`src/rtl/shift_pkg.sv`:
```
`timescale 1ns/1ps
package shift_pkg;
  localparam int DATA_W = 32;
  localparam int AMT_W  = $clog2(DATA_W);

  typedef enum logic [1:0] {
    MODE_LSL  = 2'b00,
    MODE_LSR  = 2'b01,
    MODE_ASR  = 2'b10,
    MODE_ASR2 = 2'b11
  } shiftMode_e;

  typedef struct packed {
    logic capture;
    logic left;
    logic arith;
    logic useImm;
  } shiftStrobe_t;

  typedef struct packed {
    logic zero;
    logic sign;
    logic carry;
    logic ovf;
  } shiftFlags_t;
endpackage

```
`src/rtl/shift_ctrl.sv`:
```
`timescale 1ns/1ps
module shift_ctrl
  import shift_pkg::*;
(
  input  logic         clk,
  input  logic         rstN,
  input  logic         inValid,
  input  logic [1:0]   mode,
  input  logic         amtSel,
  output shiftStrobe_t strobe,
  output logic         outValid
);
  always_comb begin
    strobe.capture = inValid;
    strobe.left    = (mode == MODE_LSL);
    strobe.arith   = mode[1];
    strobe.useImm  = amtSel;
  end

  always_ff @(posedge clk) begin
    if (!rstN) outValid <= 1'b0;
    else       outValid <= inValid;
  end
endmodule

```
`src/rtl/shift_datapath.sv`:
```
`timescale 1ns/1ps
module shift_datapath
  import shift_pkg::*;
#(
  parameter int WIDTH = DATA_W,
  localparam int AW   = $clog2(WIDTH)
) (
  input  logic             clk,
  input  logic             rstN,
  input  shiftStrobe_t     strobe,
  input  logic [AW-1:0]    immAmt,
  input  logic [AW-1:0]    regAmtLow,
  input  logic [WIDTH-1:0] operand,
  output logic [WIDTH-1:0] resultQ,
  output shiftFlags_t      flagsQ
);
  logic [AW-1:0]    amt;
  logic             fillBit;
  logic [WIDTH-1:0] revIn;
  logic [WIDTH-1:0] srcVec;
  logic [WIDTH-1:0] shifted;
  logic [WIDTH-1:0] revOut;
  logic [WIDTH-1:0] resultD;
  logic [WIDTH:0]   stg [AW+1];

  assign amt     = strobe.useImm ? immAmt : regAmtLow;
  assign fillBit = strobe.arith & operand[WIDTH-1];

  // Left shifts reuse the right shifter on a bit-reversed operand.
  for (genvar i = 0; i < WIDTH; i++) begin : g_rev
    assign revIn[i]  = operand[WIDTH-1-i];
    assign revOut[i] = shifted[WIDTH-1-i];
  end

  assign srcVec = strobe.left ? revIn : operand;
  // The extra low bit catches whatever falls off last; it becomes carry.
  assign stg[0] = {srcVec, 1'b0};

  for (genvar k = 0; k < AW; k++) begin : g_stage
    localparam int STEP = 1 << k;
    assign stg[k+1] = amt[k] ? {{STEP{fillBit}}, stg[k][WIDTH:STEP]} : stg[k];
  end

  assign shifted = stg[AW][WIDTH:1];
  assign resultD = strobe.left ? revOut : shifted;

  always_ff @(posedge clk) begin
    if (!rstN) begin
      resultQ <= '0;
      flagsQ  <= '0;
    end else if (strobe.capture) begin
      resultQ      <= resultD;
      flagsQ.zero  <= (resultD == '0);
      flagsQ.sign  <= resultD[WIDTH-1];
      flagsQ.carry <= stg[AW][0];
      flagsQ.ovf   <= 1'b0;
    end
  end
endmodule

```
`src/rtl/barrel_shift_unit.sv`:
```
`timescale 1ns/1ps
module barrel_shift_unit
  import shift_pkg::*;
(
  input  logic        clk,
  input  logic        rstN,
  input  logic        inValid,
  input  logic [1:0]  mode,
  input  logic        amtSel,
  input  logic [4:0]  immAmt,
  input  logic [4:0]  regAmtLow,
  input  logic [31:0] operand,
  output logic        outValid,
  output logic [31:0] result,
  output logic        flagZero,
  output logic        flagSign,
  output logic        flagCarry,
  output logic        flagOvf
);
  shiftStrobe_t strobe;
  shiftFlags_t  flags;

  shift_ctrl u_ctrl (
    .clk(clk), .rstN(rstN), .inValid(inValid), .mode(mode),
    .amtSel(amtSel), .strobe(strobe), .outValid(outValid)
  );

  shift_datapath #(.WIDTH(DATA_W)) u_dp (
    .clk(clk), .rstN(rstN), .strobe(strobe), .immAmt(immAmt),
    .regAmtLow(regAmtLow), .operand(operand), .resultQ(result),
    .flagsQ(flags)
  );

  assign flagZero  = flags.zero;
  assign flagSign  = flags.sign;
  assign flagCarry = flags.carry;
  assign flagOvf   = flags.ovf;
endmodule

```
`config.mk`:
```
export PLATFORM = sky130hd
export DESIGN_NAME = barrel_shift_unit
export DESIGN_NICKNAME = d
export VERILOG_FILES = /design/src/rtl/shift_pkg.sv /design/src/rtl/shift_ctrl.sv /design/src/rtl/shift_datapath.sv /design/src/rtl/barrel_shift_unit.sv
export SDC_FILE = /design/constraint.sdc
export NUM_CORES = 1
export LEC_CHECK = 0
export ABC_AREA = 1
export BUFFER_PORTS_ARGS = -buffer_cell sky130_fd_sc_hd__clkbuf_2
export CORE_MARGIN = 2
export CORE_UTILIZATION = 42
export DETAILED_ROUTE_END_ITERATION = 8
export HOLD_SLACK_MARGIN = 0.12
export SYNTH_ARGS = -nofsm -noshare
export SYNTH_HDL_FRONTEND = slang
export SYNTH_HIERARCHICAL = 1
export SYNTH_SLANG_ARGS = --single-unit
```
`constraint.sdc`:
```
create_clock -name clk -period 3.7 [get_ports clk]
set_clock_uncertainty 0.1 [all_clocks]
set_input_delay 0.37 -clock clk [delete_from_list [all_inputs] [get_ports clk]]
set_output_delay 0.37 -clock clk [all_outputs]
set_load 0.02 [all_outputs]
```
# After elaboration in Yosys (flattened, before gate mapping)
# Index checks and enable logic that the tools add are counted.
# word_totals
reg_bits,36
output_inout_bits,37
in_bits,48
# op_classes
n_bitwise,1
muxes,8
reduce_logical,2
# op_table
op,n
two-way mux 33 bit,5
two-way mux 32 bit,2
zero test 32 bit,1
two-way mux 5 bit,1
zero test 2 bit,1
bitwise AND 1 bit,1

# Depth between registers and ports, before layout
# Gate-level depths: netlist (run 1).
# depth
depth_word,9
mapped_depth,22
mapped_depth_nobuf,20

# Modules after synthesis
# The synthesis (run 1) kept the hierarchy.
# by_module_without_submodules
mod,area_per_inst_um2,instances,cells_each
shift_datapath,4261.6,1,846
shift_ctrl,53.8,1,7

# Worst setup path after synthesis (run 1)
# Ideal clock, no wire load.
# synth_path
path_kind,input-to-reg
start,input port amtSel
end,register u_dp/flagsQ[3] in the netlist's numbering
setup_ns,0.066
stages,20
arrival_time_ns,2.008
required_time_ns,3.534
setup_slack_ns,1.526
cell_sequence,buf_4 buf_6 inv_4 nand2_1 nand2_2 buf_4 nand2_1 nand3_1 nand3_1 nand2_1 nand2_1 nand3_1 nand2_1 nor2_1 nand2_1 nor2_1 nand3_1 nor2_1 nand2_1 a21oi_2
# synth_between
elab_chain_cells,8
# synth_lines
item,line,text
"start, declared",barrel_shift_unit.sv:9,"input logic amtSel,"
two-way mux 5 bit (*),shift_datapath.sv:26,assign amt = strobe.useImm ? immAmt : regAmtLow;
two-way mux 33 bit (4 in series),shift_datapath.sv:41,"assign stg[k+1] = amt[k] ? {{STEP{fillBit}}, stg[k][WIDTH:STEP]} : stg[k];"
two-way mux 33 bit (*),shift_datapath.sv:41,
two-way mux 32 bit (*),shift_datapath.sv:45,assign resultD = strobe.left ? revOut : shifted;
zero test 32 bit (*),shift_datapath.sv:53,flagsQ.zero <= (resultD == '0);
"end, declared",shift_datapath.sv:15,output shiftFlags_t flagsQ
# Every way passes the cells marked *; elsewhere a longest branch is shown, timed or not.
# A chain may end at the register's enable or synchronous reset.

# Worst setup path after layout (run 1)
# Ends and elaborated chain as after synthesis.

==> impl_metrics.xml, run 1 <==
<?xml version="1.0" encoding="UTF-8"?>
<metrics>
  <group name="sta">
    <metric name="timing_max_transition_violations_final" unit="">0</metric>
    <metric name="tns" unit="ns">0</metric>
    <metric name="timing.slew.headroom" unit="">0.309</metric>
    <metric name="setup-violations-final" unit="">0</metric>
    <metric name="worstMarginPinSlew" unit="ns">1.04</metric>
    <metric name="timing.fmax" unit="GHz">0.343</metric>
    <metric name="shortest_clock_period_the_worst_path_allows_after_layout" unit="ns">2.91</metric>
    <metric name="fin_crit_sh" unit="">0.788</metric>
    <metric name="rsz0062_at_grt" unit="">no</metric>
    <metric name="final-hold-violation-count" unit="">0</metric>
  </group>
  <group name="pwr">
    <metric name="powerDensity" unit="nW/um^2">306</metric>
    <metric name="power_leakage" unit="nW">2.77</metric>
    <metric name="netSwitchingPower" unit="uW">668</metric>
    <metric name="power.share.sequential" unit="">0.291</metric>
    <metric name="cell_internal_pwr" unit="uW">793</metric>
    <metric name="pwr-share-comb" unit="">0.522</metric>
    <metric name="switching_share" unit="">0.457</metric>
    <metric name="power.share.clock" unit="">0.188</metric>
    <metric name="vdd.ir_drop.worst" unit="uV">168</metric>
  </group>
  <group name="final_layout">
    <metric name="design_area" unit="sq um">4770</metric>
    <metric name="final_nets" unit="">942</metric>
    <metric name="areaGrowthSynthToFinish" unit="%">10.5</metric>
    <metric name="layout.cells.non_filler" unit="">1030</metric>
    <metric name="final_layout_size_suffix_gt1_frac" unit="">0.131</metric>
    <metric name="diodes" unit="">0</metric>
  </group>
  <group name="route">
    <metric name="drt_first_iter_violations" unit="">400</metric>
    <metric name="drt_pass1_iterations" unit="">7</metric>
    <metric name="vias" unit="">5442</metric>
    <metric name="routed_wirelength" unit="um">13600</metric>
    <metric name="wirelength_per_cell" unit="um">13.2</metric>
    <metric name="post_route_ant_nets" unit="">0</metric>
    <metric name="routed_via_density" unit="">5.28</metric>
    <metric name="route.detailed.drc" unit="">0</metric>
  </group>
  <group name="die">
    <metric name="cell_row_count" unit="">37</metric>
    <metric name="design.core.area" unit="sq um">10100</metric>
    <metric name="die_height" unit="um">105</metric>
    <metric name="die_w" unit="um">105</metric>
    <metric name="io_pins" unit="">85</metric>
    <metric name="floorplan.die_area" unit="sq um">11100</metric>
    <metric name="initial_core_util" unit="">0.426</metric>
  </group>
  <group name="clock_network">
    <metric name="tritoncts_num_sinks" unit="">35</metric>
    <metric name="cts-htree-levels" unit="">2</metric>
    <metric name="cts_hold_buffers" unit="">0</metric>
    <metric name="clock_tree.root_cell" unit="">sky130_fd_sc_hd__clkbuf_8</metric>
    <metric name="clock_latency_on_the_worst_skew_pair" unit="ns">0.28</metric>
    <metric name="clkTransAtPathRegs" unit="ns">0.06</metric>
    <metric name="post_cts.resized_instances" unit="">0</metric>
    <metric name="cts_inserted_buffers" unit="">5</metric>
    <metric name="max-clock-path-buffers" unit="">2</metric>
    <metric name="clock_tree_from_tritoncts" unit="">done</metric>
    <metric name="postCtsSetupRepairBufs" unit="">0</metric>
  </group>
  <group name="placed_design">
    <metric name="dp_cells" unit="">1023</metric>
    <metric name="placed_area" unit="sq um">4680</metric>
    <metric name="routability_congestion_estimate_from_global_placement" unit="">0.959</metric>
    <metric name="dp_hpwl" unit="um">10400</metric>
    <metric name="port-buffer-count" unit="">83</metric>
  </group>
  <group name="setup_path">
    <metric name="slowest_delay" unit="ns">0.62</metric>
    <metric name="timing.critical_path.fanout_max" unit="">27</metric>
    <metric name="critical_path_capture_point_type" unit="">register</metric>
    <metric name="worst-endpoint-arrival" unit="ns">3.03</metric>
    <metric name="critical_path_data_required_time" unit="ns">3.82</metric>
    <metric name="timing.critical_path.cells" unit="">clkbuf_2, o21ai_4, inv_1, buf_4, nand3_1, nand2_1, nand2_1, nand3_1, nand2_1, nand2_1, nor2_1, nand2_1, nor2_1, nand2_1, a21oi_2</metric>
    <metric name="critical_path.startpoint_type" unit="">input pin</metric>
    <metric name="timing_worst_setup_path_type" unit="">in -&gt; reg</metric>
    <metric name="rrSetupSlack" unit="ns">2.92</metric>
    <metric name="crit_slowest_cell" unit="">sky130_fd_sc_hd__o21ai_4</metric>
    <metric name="cp_common_cell" unit="">sky130_fd_sc_hd__nand2_1</metric>
  </group>
  <group name="global_route">
    <metric name="grt_pass1_vias" unit="">4845</metric>
    <metric name="grt_pass1_wl" unit="um">23000</metric>
    <metric name="maximum_number_of_pins_on_one_net_before_global_route_repair" unit="">44</metric>
    <metric name="grt_overflow_total" unit="">0</metric>
    <metric name="antenna_found_initial" unit="">0</metric>
    <metric name="grt_util_all_layers" unit="">0.249</metric>
  </group>
  <group name="run_status">
    <metric name="status" unit="">finished, final reports clean</metric>
  </group>
  <group name="logic_synthesis">
    <metric name="ys_ff_latch" unit="">35</metric>
    <metric name="ys_seq_area_frac" unit="">0.162</metric>
    <metric name="netlist_instances" unit="">853</metric>
    <metric name="post_synthesis_cell_type_count" unit="">23</metric>
    <metric name="yosys_warns" unit="">6</metric>
    <metric name="synth.avg_cell_area" unit="sq um">5.06</metric>
    <metric name="synth_nets" unit="">901</metric>
    <metric name="mappedNetlistArea" unit="sq um">4320</metric>
  </group>
  <group name="job">
    <metric name="cap_violations" unit="">0</metric>
  </group>
  <group name="min_path">
    <metric name="hold_path_class" unit="">reg -&gt; reg</metric>
  </group>
</metrics>
-- through the flow --
stage	worst slack, ns	hold slack (ns)	total power, mW	util
CTS	0.835	0.390	1.46	0.470
floorplan	1.53	0.363	0.994	-
global route	0.550	0.410	1.59	0.470
finish	0.786	0.383	1.46	0.470
detailed placement	0.525	0.372	1.18	0.462
global placement	0.551	0.374	1.18	0.462
-- synth_stat cells --
cell type | count | area share
sky130_fd_sc_hd__a21oi_1 | 23 | 0.027
sky130_fd_sc_hd__o21ai_1 | 1 | 0.0012
sky130_fd_sc_hd__conb_1 | 1 | 0.00087
sky130_fd_sc_hd__o21ai_0 | 30 | 0.035
sky130_fd_sc_hd__dfxtp_1 | 35 | 0.16
sky130_fd_sc_hd__nand3_1 | 223 | 0.26
sky130_fd_sc_hd__o211ai_1 | 9 | 0.016
sky130_fd_sc_hd__nand2_2 | 3 | 0.0043
sky130_fd_sc_hd__nor2_1 | 23 | 0.020
sky130_fd_sc_hd__buf_6 | 2 | 0.0052
sky130_fd_sc_hd__o21ai_4 | 2 | 0.0075
sky130_fd_sc_hd__o21ai_2 | 2 | 0.0041
sky130_fd_sc_hd__clkbuf_1 | 15 | 0.013
sky130_fd_sc_hd__inv_1 | 52 | 0.045
sky130_fd_sc_hd__nand2_1 | 378 | 0.33
sky130_fd_sc_hd__buf_1 | 8 | 0.0070
sky130_fd_sc_hd__inv_2 | 3 | 0.0026
sky130_fd_sc_hd__or2_1 | 1 | 0.0015
sky130_fd_sc_hd__buf_4 | 14 | 0.024
sky130_fd_sc_hd__o221ai_1 | 3 | 0.0061
sky130_fd_sc_hd__inv_4 | 1 | 0.0015
sky130_fd_sc_hd__a21oi_2 | 1 | 0.0020
sky130_fd_sc_hd__buf_2 | 23 | 0.027
-- per-layer routing --
metal	global-route usage	wire length (um)	vias up
li1	-	-	2839
met1	0.357	6590	2391
met2	0.394	5940	190
met3	0.0353	799	22
met4	0.0571	261	0
met5	0	0	-
-- layout make-up --
type,count,area [sq um]
clock buffers,6,82.6
clock inverters,1,5.00
fillers,1193,5370
inverters,56,213
multi-input cells,700,3080
flip-flops and latches,35,701
well taps,136,170
repair buffers,96,513
-- worst max-delay path, delay by kind of cell --
family	cells	cell delay (ns)
simple gates	10	0.96
compound gates	2	0.72
buf+inv	3	0.96
-- logic make-up after synthesis --
family	count (synthesis)	share of synthesized area
buf+inv	118	0.126
compound gates	71	0.0980
other cells	1	0.000869
simple gates	628	0.613
flops	35	0.162
-- power by group through the flow --
stage | Sequential, mW | Combinational [mW] | Clock [mW]
2_1_floorplan | 0.472 | 0.522 | 0
3_3_place_gp | 0.434 | 0.751 | 0
3_5_place_dp | 0.434 | 0.750 | 0
4_1_cts | 0.425 | 0.753 | 0.283
5_1_grt | 0.429 | 0.863 | 0.302
6_report | 0.425 | 0.762 | 0.274
-- flip-flops by register name, indices dropped and copies added (netlist names) --
name             cells
u_dp/resultQ        32
u_dp/flagsQ          2
u_ctrl/outValid      1
-- worst paths after layout --
kind | endpoint | depth (start not counted) | start
max reg2reg | u_dp/resultQ[12] | 4 | u_dp/resultQ[12]
min | u_dp/flagsQ[3] | 2 | u_dp/flagsQ[3]
min reg2reg | u_dp/flagsQ[3] | 2 | u_dp/flagsQ[3]
max | u_dp/flagsQ[3] | 15 | amtSel
-- layout by cell type, fill, tap and decap left out --
cell type / count
sky130_fd_sc_hd__a21oi_1: 23
sky130_fd_sc_hd__a21oi_2: 1
sky130_fd_sc_hd__buf_4: 13
sky130_fd_sc_hd__clkbuf_2: 83
sky130_fd_sc_hd__clkbuf_8: 6
sky130_fd_sc_hd__clkinv_2: 1
sky130_fd_sc_hd__conb_1: 1
sky130_fd_sc_hd__dfxtp_1: 35
sky130_fd_sc_hd__inv_1: 52
sky130_fd_sc_hd__inv_2: 3
sky130_fd_sc_hd__inv_4: 1
sky130_fd_sc_hd__nand2_1: 378
sky130_fd_sc_hd__nand2_2: 3
sky130_fd_sc_hd__nand3_1: 223
sky130_fd_sc_hd__nor2_1: 22
sky130_fd_sc_hd__nor2_4: 1
sky130_fd_sc_hd__o211ai_1: 9
sky130_fd_sc_hd__o21ai_0: 30
sky130_fd_sc_hd__o21ai_2: 3
sky130_fd_sc_hd__o21ai_4: 2
sky130_fd_sc_hd__o221ai_1: 3
sky130_fd_sc_hd__or2_1: 1
(Power assumes the default switching activity.)
==> run 2: changes to the inputs <==
clock period = 2.78 ns   (was 3.7 ns; I/O delays follow)
==> run 2 against run 1 <==
Net effect:
- non-clock buffer count grew 2
- die area is the same
- sequential power grew 33%
- count of clock-buffer cells in the layout grew 2
- hold slack lost 0.0042 ns
- critical path type unchanged
- largest power group unchanged
- highest routed layer unchanged
==> impl_metrics.xml, run 2 (same netlist as run 1, synthesis figures left out) <==
<?xml version="1.0" encoding="UTF-8"?>
<metrics>
  <group name="run_status">
    <metric name="status" unit="">finished, final reports clean</metric>
  </group>
  <group name="min_path">
    <metric name="hold_path_class" unit="">reg -&gt; reg</metric>
  </group>
  <group name="clock_network">
    <metric name="clock_tree.root_cell" unit="">sky130_fd_sc_hd__clkbuf_8</metric>
    <metric name="clock_latency_on_the_worst_skew_pair" unit="ns">0.28</metric>
    <metric name="postCtsSetupRepairBufs" unit="">0</metric>
    <metric name="cts_inserted_buffers" unit="">5</metric>
    <metric name="tritoncts_num_sinks" unit="">35</metric>
    <metric name="clock_tree_from_tritoncts" unit="">done</metric>
    <metric name="cts-htree-levels" unit="">2</metric>
    <metric name="max-clock-path-buffers" unit="">2</metric>
    <metric name="clkTransAtPathRegs" unit="ns">0.06</metric>
    <metric name="cts_hold_buffers" unit="">0</metric>
    <metric name="post_cts.resized_instances" unit="">0</metric>
  </group>
  <group name="job">
    <metric name="cap_violations" unit="">0</metric>
  </group>
  <group name="route">
    <metric name="wirelength_per_cell" unit="um">13.0</metric>
    <metric name="routed_via_density" unit="">5.32</metric>
    <metric name="routed_wirelength" unit="um">13400</metric>
    <metric name="vias" unit="">5491</metric>
    <metric name="post_route_ant_nets" unit="">0</metric>
    <metric name="route.detailed.drc" unit="">0</metric>
    <metric name="drt_first_iter_violations" unit="">479</metric>
    <metric name="drt_pass1_iterations" unit="">5</metric>
  </group>
  <group name="die">
    <metric name="design.core.area" unit="sq um">10100</metric>
    <metric name="die_w" unit="um">105</metric>
    <metric name="initial_core_util" unit="">0.426</metric>
    <metric name="die_height" unit="um">105</metric>
    <metric name="floorplan.die_area" unit="sq um">11100</metric>
    <metric name="io_pins" unit="">85</metric>
    <metric name="cell_row_count" unit="">37</metric>
  </group>
  <group name="sta">
    <metric name="worstMarginPinSlew" unit="ns">0.853</metric>
    <metric name="shortest_clock_period_the_worst_path_allows_after_layout" unit="ns">2.38</metric>
    <metric name="fin_crit_sh" unit="">0.858</metric>
    <metric name="timing.slew.headroom" unit="">0.429</metric>
    <metric name="timing.fmax" unit="GHz">0.419</metric>
    <metric name="rsz0062_at_grt" unit="">no</metric>
    <metric name="tns" unit="ns">0</metric>
    <metric name="finalHoldWorstSlack" unit="ns">0.379</metric>
    <metric name="timing_max_transition_violations_final" unit="">0</metric>
    <metric name="setup-violations-final" unit="">0</metric>
    <metric name="final-hold-violation-count" unit="">0</metric>
  </group>
  <group name="final_layout">
    <metric name="design_area" unit="sq um">4860</metric>
    <metric name="diodes" unit="">0</metric>
    <metric name="filler_cell_count" unit="">1167</metric>
    <metric name="layout_commonest_cell" unit="">sky130_fd_sc_hd__nand2_1</metric>
    <metric name="final_layout_size_suffix_gt1_frac" unit="">0.133</metric>
    <metric name="mostFrequentLayoutCells" unit="">sky130_fd_sc_hd__nand2_1 (378), sky130_fd_sc_hd__nand3_1 (223), sky130_fd_sc_hd__clkbuf_2 (83)</metric>
    <metric name="final_nets" unit="">944</metric>
    <metric name="max_reg_flops" unit="">32</metric>
    <metric name="largest_register" unit="">u_dp/resultQ</metric>
    <metric name="largestRegisters" unit="">u_dp/resultQ x32, u_dp/flagsQ x2, u_ctrl/outValid x1</metric>
    <metric name="final_util" unit="">0.479</metric>
    <metric name="areaGrowthSynthToFinish" unit="%">12.6</metric>
  </group>
  <group name="global_route">
    <metric name="grt_pass1_wl" unit="um">23300</metric>
    <metric name="maximum_number_of_pins_on_one_net_before_global_route_repair" unit="">46</metric>
    <metric name="grt_overflow_total" unit="">0</metric>
    <metric name="antenna_found_initial" unit="">0</metric>
    <metric name="grt_util_all_layers" unit="">0.249</metric>
    <metric name="grt_pass1_vias" unit="">4942</metric>
  </group>
  <group name="pwr">
    <metric name="powerDensity" unit="nW/um^2">411</metric>
    <metric name="vdd.ir_drop.worst" unit="uV">268</metric>
    <metric name="power_leakage" unit="nW">2.81</metric>
    <metric name="finalPower" unit="mW">2.00</metric>
  </group>
  <group name="placed_design">
    <metric name="routability_congestion_estimate_from_global_placement" unit="">0.990</metric>
    <metric name="placed_area" unit="sq um">4760</metric>
    <metric name="dp_hpwl" unit="um">10300</metric>
    <metric name="port-buffer-count" unit="">83</metric>
  </group>
  <group name="setup_path">
    <metric name="critical_path_data_required_time" unit="ns">2.90</metric>
    <metric name="timing_worst_setup_path_type" unit="">in -&gt; reg</metric>
    <metric name="worst-endpoint-arrival" unit="ns">2.50</metric>
    <metric name="timing.critical_path.fanout_max" unit="">35</metric>
    <metric name="critical_path.startpoint_type" unit="">input pin</metric>
    <metric name="critical_path_capture_point_type" unit="">register</metric>
  </group>
</metrics>
[run 2: cell types whose count changed in the layout (fill, tap and decap cells not counted), sizes merged]
cell	previous run	this run
clkinv	1	0
clkbuf	89	91
buf	13	15
[run 2: where the power goes]
part | total, mW | switching [mW] | internal (mW)
sequential | 0.565 | 0.0199 | 0.545
combinational | 1.04 | 0.701 | 0.336
clock | 0.396 | 0.170 | 0.226
[run 2: critical path: stages]
cell and delay, ns:
sky130_fd_sc_hd__clkbuf_2 0.07, sky130_fd_sc_hd__inv_1 0.06, sky130_fd_sc_hd__o21ai_4 0.69, sky130_fd_sc_hd__nand3_1 0.24, sky130_fd_sc_hd__nand3_1 0.14, sky130_fd_sc_hd__nand3_1 0.12, sky130_fd_sc_hd__nand3_1 0.12, sky130_fd_sc_hd__nand2_1 0.07
sky130_fd_sc_hd__nor2_1 0.20, sky130_fd_sc_hd__nand2_1 0.07, sky130_fd_sc_hd__nor2_1 0.08, sky130_fd_sc_hd__nand3_1 0.08, sky130_fd_sc_hd__nor2_1 0.09, sky130_fd_sc_hd__nand2_1 0.08, sky130_fd_sc_hd__a21oi_2 0.10
[run 2: per-stage QoR]
| stage | std cells | worst slack (ns) |
|---|---|---|
| finish | 1033 | 0.395 |
| detailed placement | 1025 | 0.139 |
| floorplan | 853 | 0.698 |
| global placement | 1025 | 0.139 |
| CTS | 1033 | 0.437 |
| global route | 1033 | 0.0107 |
[run 2: routing by layer]
metal,GRT usage,vias up,share of wire
met1,0.362,2417,0.48
met4,0.0629,0,0.025
li1,-,2850,-
met2,0.381,198,0.43
met3,0.0396,26,0.065
met5,0,-,0
[run 2: area by class of cell]
class                      count  area (sq um)  area share
multi-input combinational    700          3080       0.635
tap                          136           170      0.0350
timing repair buffer          98           591       0.122
sequential                    35           701       0.144
inverter                      56           213      0.0438
clock buffer                   8           100      0.0206
[run 2: worst paths after layout]
kind / start / endpoint / slack, ns / cells past startpoint
max: immAmt[1] / u_dp/flagsQ[3] / 0.40 / 15
min: u_dp/resultQ[22] / u_dp/resultQ[22] / 0.38 / 2
max reg2reg: u_dp/resultQ[6] / u_dp/resultQ[6] / 1.99 / 2
min reg2reg: u_dp/resultQ[22] / u_dp/resultQ[22] / 0.38 / 2
==> run 3: changes to the inputs <==
BUFFER_PORTS_ARGS = not set   (was -buffer_cell sky130_fd_sc_hd__clkbuf_2)
CORE_MARGIN = not set   (was 2)
DONT_BUFFER_PORTS = 1   (was not set)
REMOVE_ABC_BUFFERS = 1   (was not set)
==> run 3 against run 2 <==
Net effect:
- non-clock buffer count is 76 lower
- cell count shrank 7.6%
- sequential power rose by 11%
- hold slack got worse by 0.26 ns
- sequential share of layout area rose by 1.2 points
- largest power group unchanged
==> impl_metrics.xml, run 3 (same netlist as run 1, synthesis figures left out) <==
<?xml version="1.0" encoding="UTF-8"?>
<metrics>
  <group name="run_status">
    <metric name="status" unit="">finished, final reports clean</metric>
  </group>
  <group name="route">
    <metric name="vias" unit="">5187</metric>
    <metric name="post_route_ant_nets" unit="">0</metric>
    <metric name="route.detailed.drc" unit="">0</metric>
    <metric name="routed_wirelength" unit="um">13500</metric>
    <metric name="drt_first_iter_violations" unit="">479</metric>
    <metric name="total_met3_wirelength_after_detailed_routing" unit="um">1160</metric>
    <metric name="routed_via_density" unit="">5.44</metric>
    <metric name="wirelength_per_cell" unit="um">14.2</metric>
    <metric name="detailroute.wirelength.met2" unit="um">5680</metric>
    <metric name="route.top_layer_used" unit="">met4</metric>
    <metric name="drt_pass1_iterations" unit="">5</metric>
    <metric name="wl_met1" unit="um">6220</metric>
  </group>
  <group name="placed_design">
    <metric name="port-buffer-count" unit="">0</metric>
    <metric name="routability_congestion_estimate_from_global_placement" unit="">0.979</metric>
    <metric name="dp_cells" unit="">941</metric>
    <metric name="dp_hpwl" unit="um">9920</metric>
    <metric name="placed_area" unit="sq um">4330</metric>
  </group>
  <group name="global_route">
    <metric name="grt_util_all_layers" unit="">0.267</metric>
    <metric name="maximum_number_of_pins_on_one_net_before_global_route_repair" unit="">50</metric>
    <metric name="grt_pass1_vias" unit="">4685</metric>
    <metric name="antenna_found_initial" unit="">0</metric>
    <metric name="grt_overflow_total" unit="">0</metric>
    <metric name="grt_pass1_wl" unit="um">22300</metric>
  </group>
  <group name="sta">
    <metric name="timing.fmax" unit="GHz">0.401</metric>
    <metric name="fin_crit_sh" unit="">0.897</metric>
    <metric name="worstMarginPinSlew" unit="ns">0.970</metric>
    <metric name="setup-violations-final" unit="">0</metric>
    <metric name="timing.slew.headroom" unit="">0.351</metric>
    <metric name="rsz0062_at_grt" unit="">no</metric>
    <metric name="final-hold-violation-count" unit="">0</metric>
    <metric name="shortest_clock_period_the_worst_path_allows_after_layout" unit="ns">2.49</metric>
    <metric name="timing_max_transition_violations_final" unit="">0</metric>
    <metric name="tns" unit="ns">0</metric>
  </group>
  <group name="setup_path">
    <metric name="worst_r2r_endpoint" unit="">u_dp/resultQ[24]</metric>
    <metric name="worst-endpoint-arrival" unit="ns">2.62</metric>
    <metric name="critical_path_data_required_time" unit="ns">2.91</metric>
    <metric name="rrSetupSlack" unit="ns">1.38</metric>
    <metric name="critical_path_capture_point_type" unit="">register</metric>
    <metric name="timing_worst_setup_path_type" unit="">in -&gt; reg</metric>
    <metric name="timing.reg2reg.worst_path_depth" unit="">3</metric>
    <metric name="r2r_start" unit="">u_dp/resultQ[24]</metric>
    <metric name="timing.critical_path.fanout_max" unit="">35</metric>
    <metric name="critical_path.startpoint_type" unit="">input pin</metric>
  </group>
  <group name="die">
    <metric name="initial_core_util" unit="">0.437</metric>
    <metric name="die_height" unit="um">103</metric>
    <metric name="die_w" unit="um">103</metric>
    <metric name="cell_row_count" unit="">36</metric>
    <metric name="floorplan.die_area" unit="sq um">10700</metric>
    <metric name="design.core.area" unit="sq um">9860</metric>
    <metric name="io_pins" unit="">85</metric>
  </group>
  <group name="pwr">
    <metric name="vdd.ir_drop.worst" unit="uV">194</metric>
    <metric name="power_leakage" unit="nW">2.48</metric>
    <metric name="powerDensity" unit="nW/um^2">417</metric>
  </group>
  <group name="clock_network">
    <metric name="tritoncts_num_sinks" unit="">35</metric>
    <metric name="max-clock-path-buffers" unit="">2</metric>
    <metric name="cts_inserted_buffers" unit="">5</metric>
    <metric name="post_cts.resized_instances" unit="">0</metric>
    <metric name="postCtsSetupRepairBufs" unit="">0</metric>
    <metric name="clock_latency_on_the_worst_skew_pair" unit="ns">0.28</metric>
    <metric name="clock_tree_from_tritoncts" unit="">done</metric>
    <metric name="clock_tree.root_cell" unit="">sky130_fd_sc_hd__clkbuf_8</metric>
    <metric name="cts-htree-levels" unit="">2</metric>
    <metric name="clkTransAtPathRegs" unit="ns">0.07</metric>
  </group>
  <group name="job">
    <metric name="cap_violations" unit="">0</metric>
  </group>
  <group name="final_layout">
    <metric name="diodes" unit="">0</metric>
    <metric name="final_layout_size_suffix_gt1_frac" unit="">0.0487</metric>
    <metric name="max_reg_flops" unit="">32</metric>
    <metric name="largestRegisters" unit="">u_dp/resultQ x32, u_dp/flagsQ x2, u_ctrl/outValid x1</metric>
    <metric name="final_nets" unit="">868</metric>
    <metric name="layout.cells.non_filler" unit="">954</metric>
    <metric name="design_area" unit="sq um">4470</metric>
    <metric name="areaGrowthSynthToFinish" unit="%">3.65</metric>
    <metric name="layout_commonest_cell" unit="">sky130_fd_sc_hd__nand2_1</metric>
    <metric name="largest_register" unit="">u_dp/resultQ</metric>
    <metric name="mostFrequentLayoutCells" unit="">sky130_fd_sc_hd__nand2_1 (378), sky130_fd_sc_hd__nand3_1 (223), sky130_fd_sc_hd__inv_1 (52)</metric>
  </group>
  <group name="min_path">
    <metric name="hold-path-endpoint" unit="">u_dp/resultQ[27]</metric>
    <metric name="worstHoldStart" unit="">inValid</metric>
    <metric name="min_delay_path_depth" unit="">2</metric>
    <metric name="hold_path_class" unit="">in -&gt; reg</metric>
  </group>
</metrics>
run 3: worst max-delay path, stage by stage:
cell and delay, ns:
sky130_fd_sc_hd__inv_1 0.05, sky130_fd_sc_hd__o21ai_4 0.71, sky130_fd_sc_hd__nand2_1 0.23, sky130_fd_sc_hd__nand2_1 0.12, sky130_fd_sc_hd__nand2_1 0.08, sky130_fd_sc_hd__nand3_1 0.14, sky130_fd_sc_hd__nand3_1 0.12, sky130_fd_sc_hd__nand3_1 0.11
sky130_fd_sc_hd__nand2_1 0.08, sky130_fd_sc_hd__a21oi_1 0.12, sky130_fd_sc_hd__dlygate4sd3_1 0.56
run 3: worst max path at each step:
stage | startpoint | to | slack, ns | depth (start not counted)
final | immAmt[1] | u_dp/resultQ[24] | 0.29 | 11
after global routing | immAmt[1] | u_dp/resultQ[24] | 0.12 | 11
after CTS | immAmt[1] | u_dp/resultQ[24] | 0.38 | 11
after detailed placement | immAmt[1] | u_dp/flagsQ[3] | 0.24 | 14
after global placement | immAmt[1] | u_dp/flagsQ[3] | 0.24 | 14
after floorplan | mode[0] | u_dp/flagsQ[3] | -2.64 | 17
run 3: area by class of cell:
cell class / instances / area [sq um]
fill: 1132 / 5390
clock inverter: 3 / 15.0
tap: 133 / 166
timing repair buffer: 22 / 225
multi-input combinational: 700 / 3080
inverter: 56 / 213
clock buffer: 5 / 68.8
sequential: 35 / 701
run 3: power breakdown:
group	internal (mW)	leakage, nW	switching, mW	total [mW]
sequential	0.545	0.290	0.0806	0.626
clock	0.171	0.0477	0.181	0.352
combinational	0.289	2.14	0.601	0.889
total	1.00	2.48	0.862	1.87
run 3: routing by layer:
metal  vias to the layer above  GRT usage
met5                         -          0
li1                       2699          -
met2                       203      0.414
met3                        38     0.0585
met4                         0     0.0986
met1                      2247      0.360
run 3: through the flow:
step                power, mW  setup WS [ns]  hold WS (ns)   util
floorplan                1.26          -2.64         0.271      -
global placement         1.49          0.239         0.280  0.439
detailed placement       1.49          0.236         0.281  0.439
CTS                      1.86          0.383         0.120  0.453
global route             2.03          0.121         0.150  0.453
finish                   1.87          0.287         0.120  0.453
run 3: timing repair:
action                                 4_1_cts  5_1_grt
endpoints found under the hold margin       32        0
setup endpoints to repair                    0        0
hold buffers                                 5        0
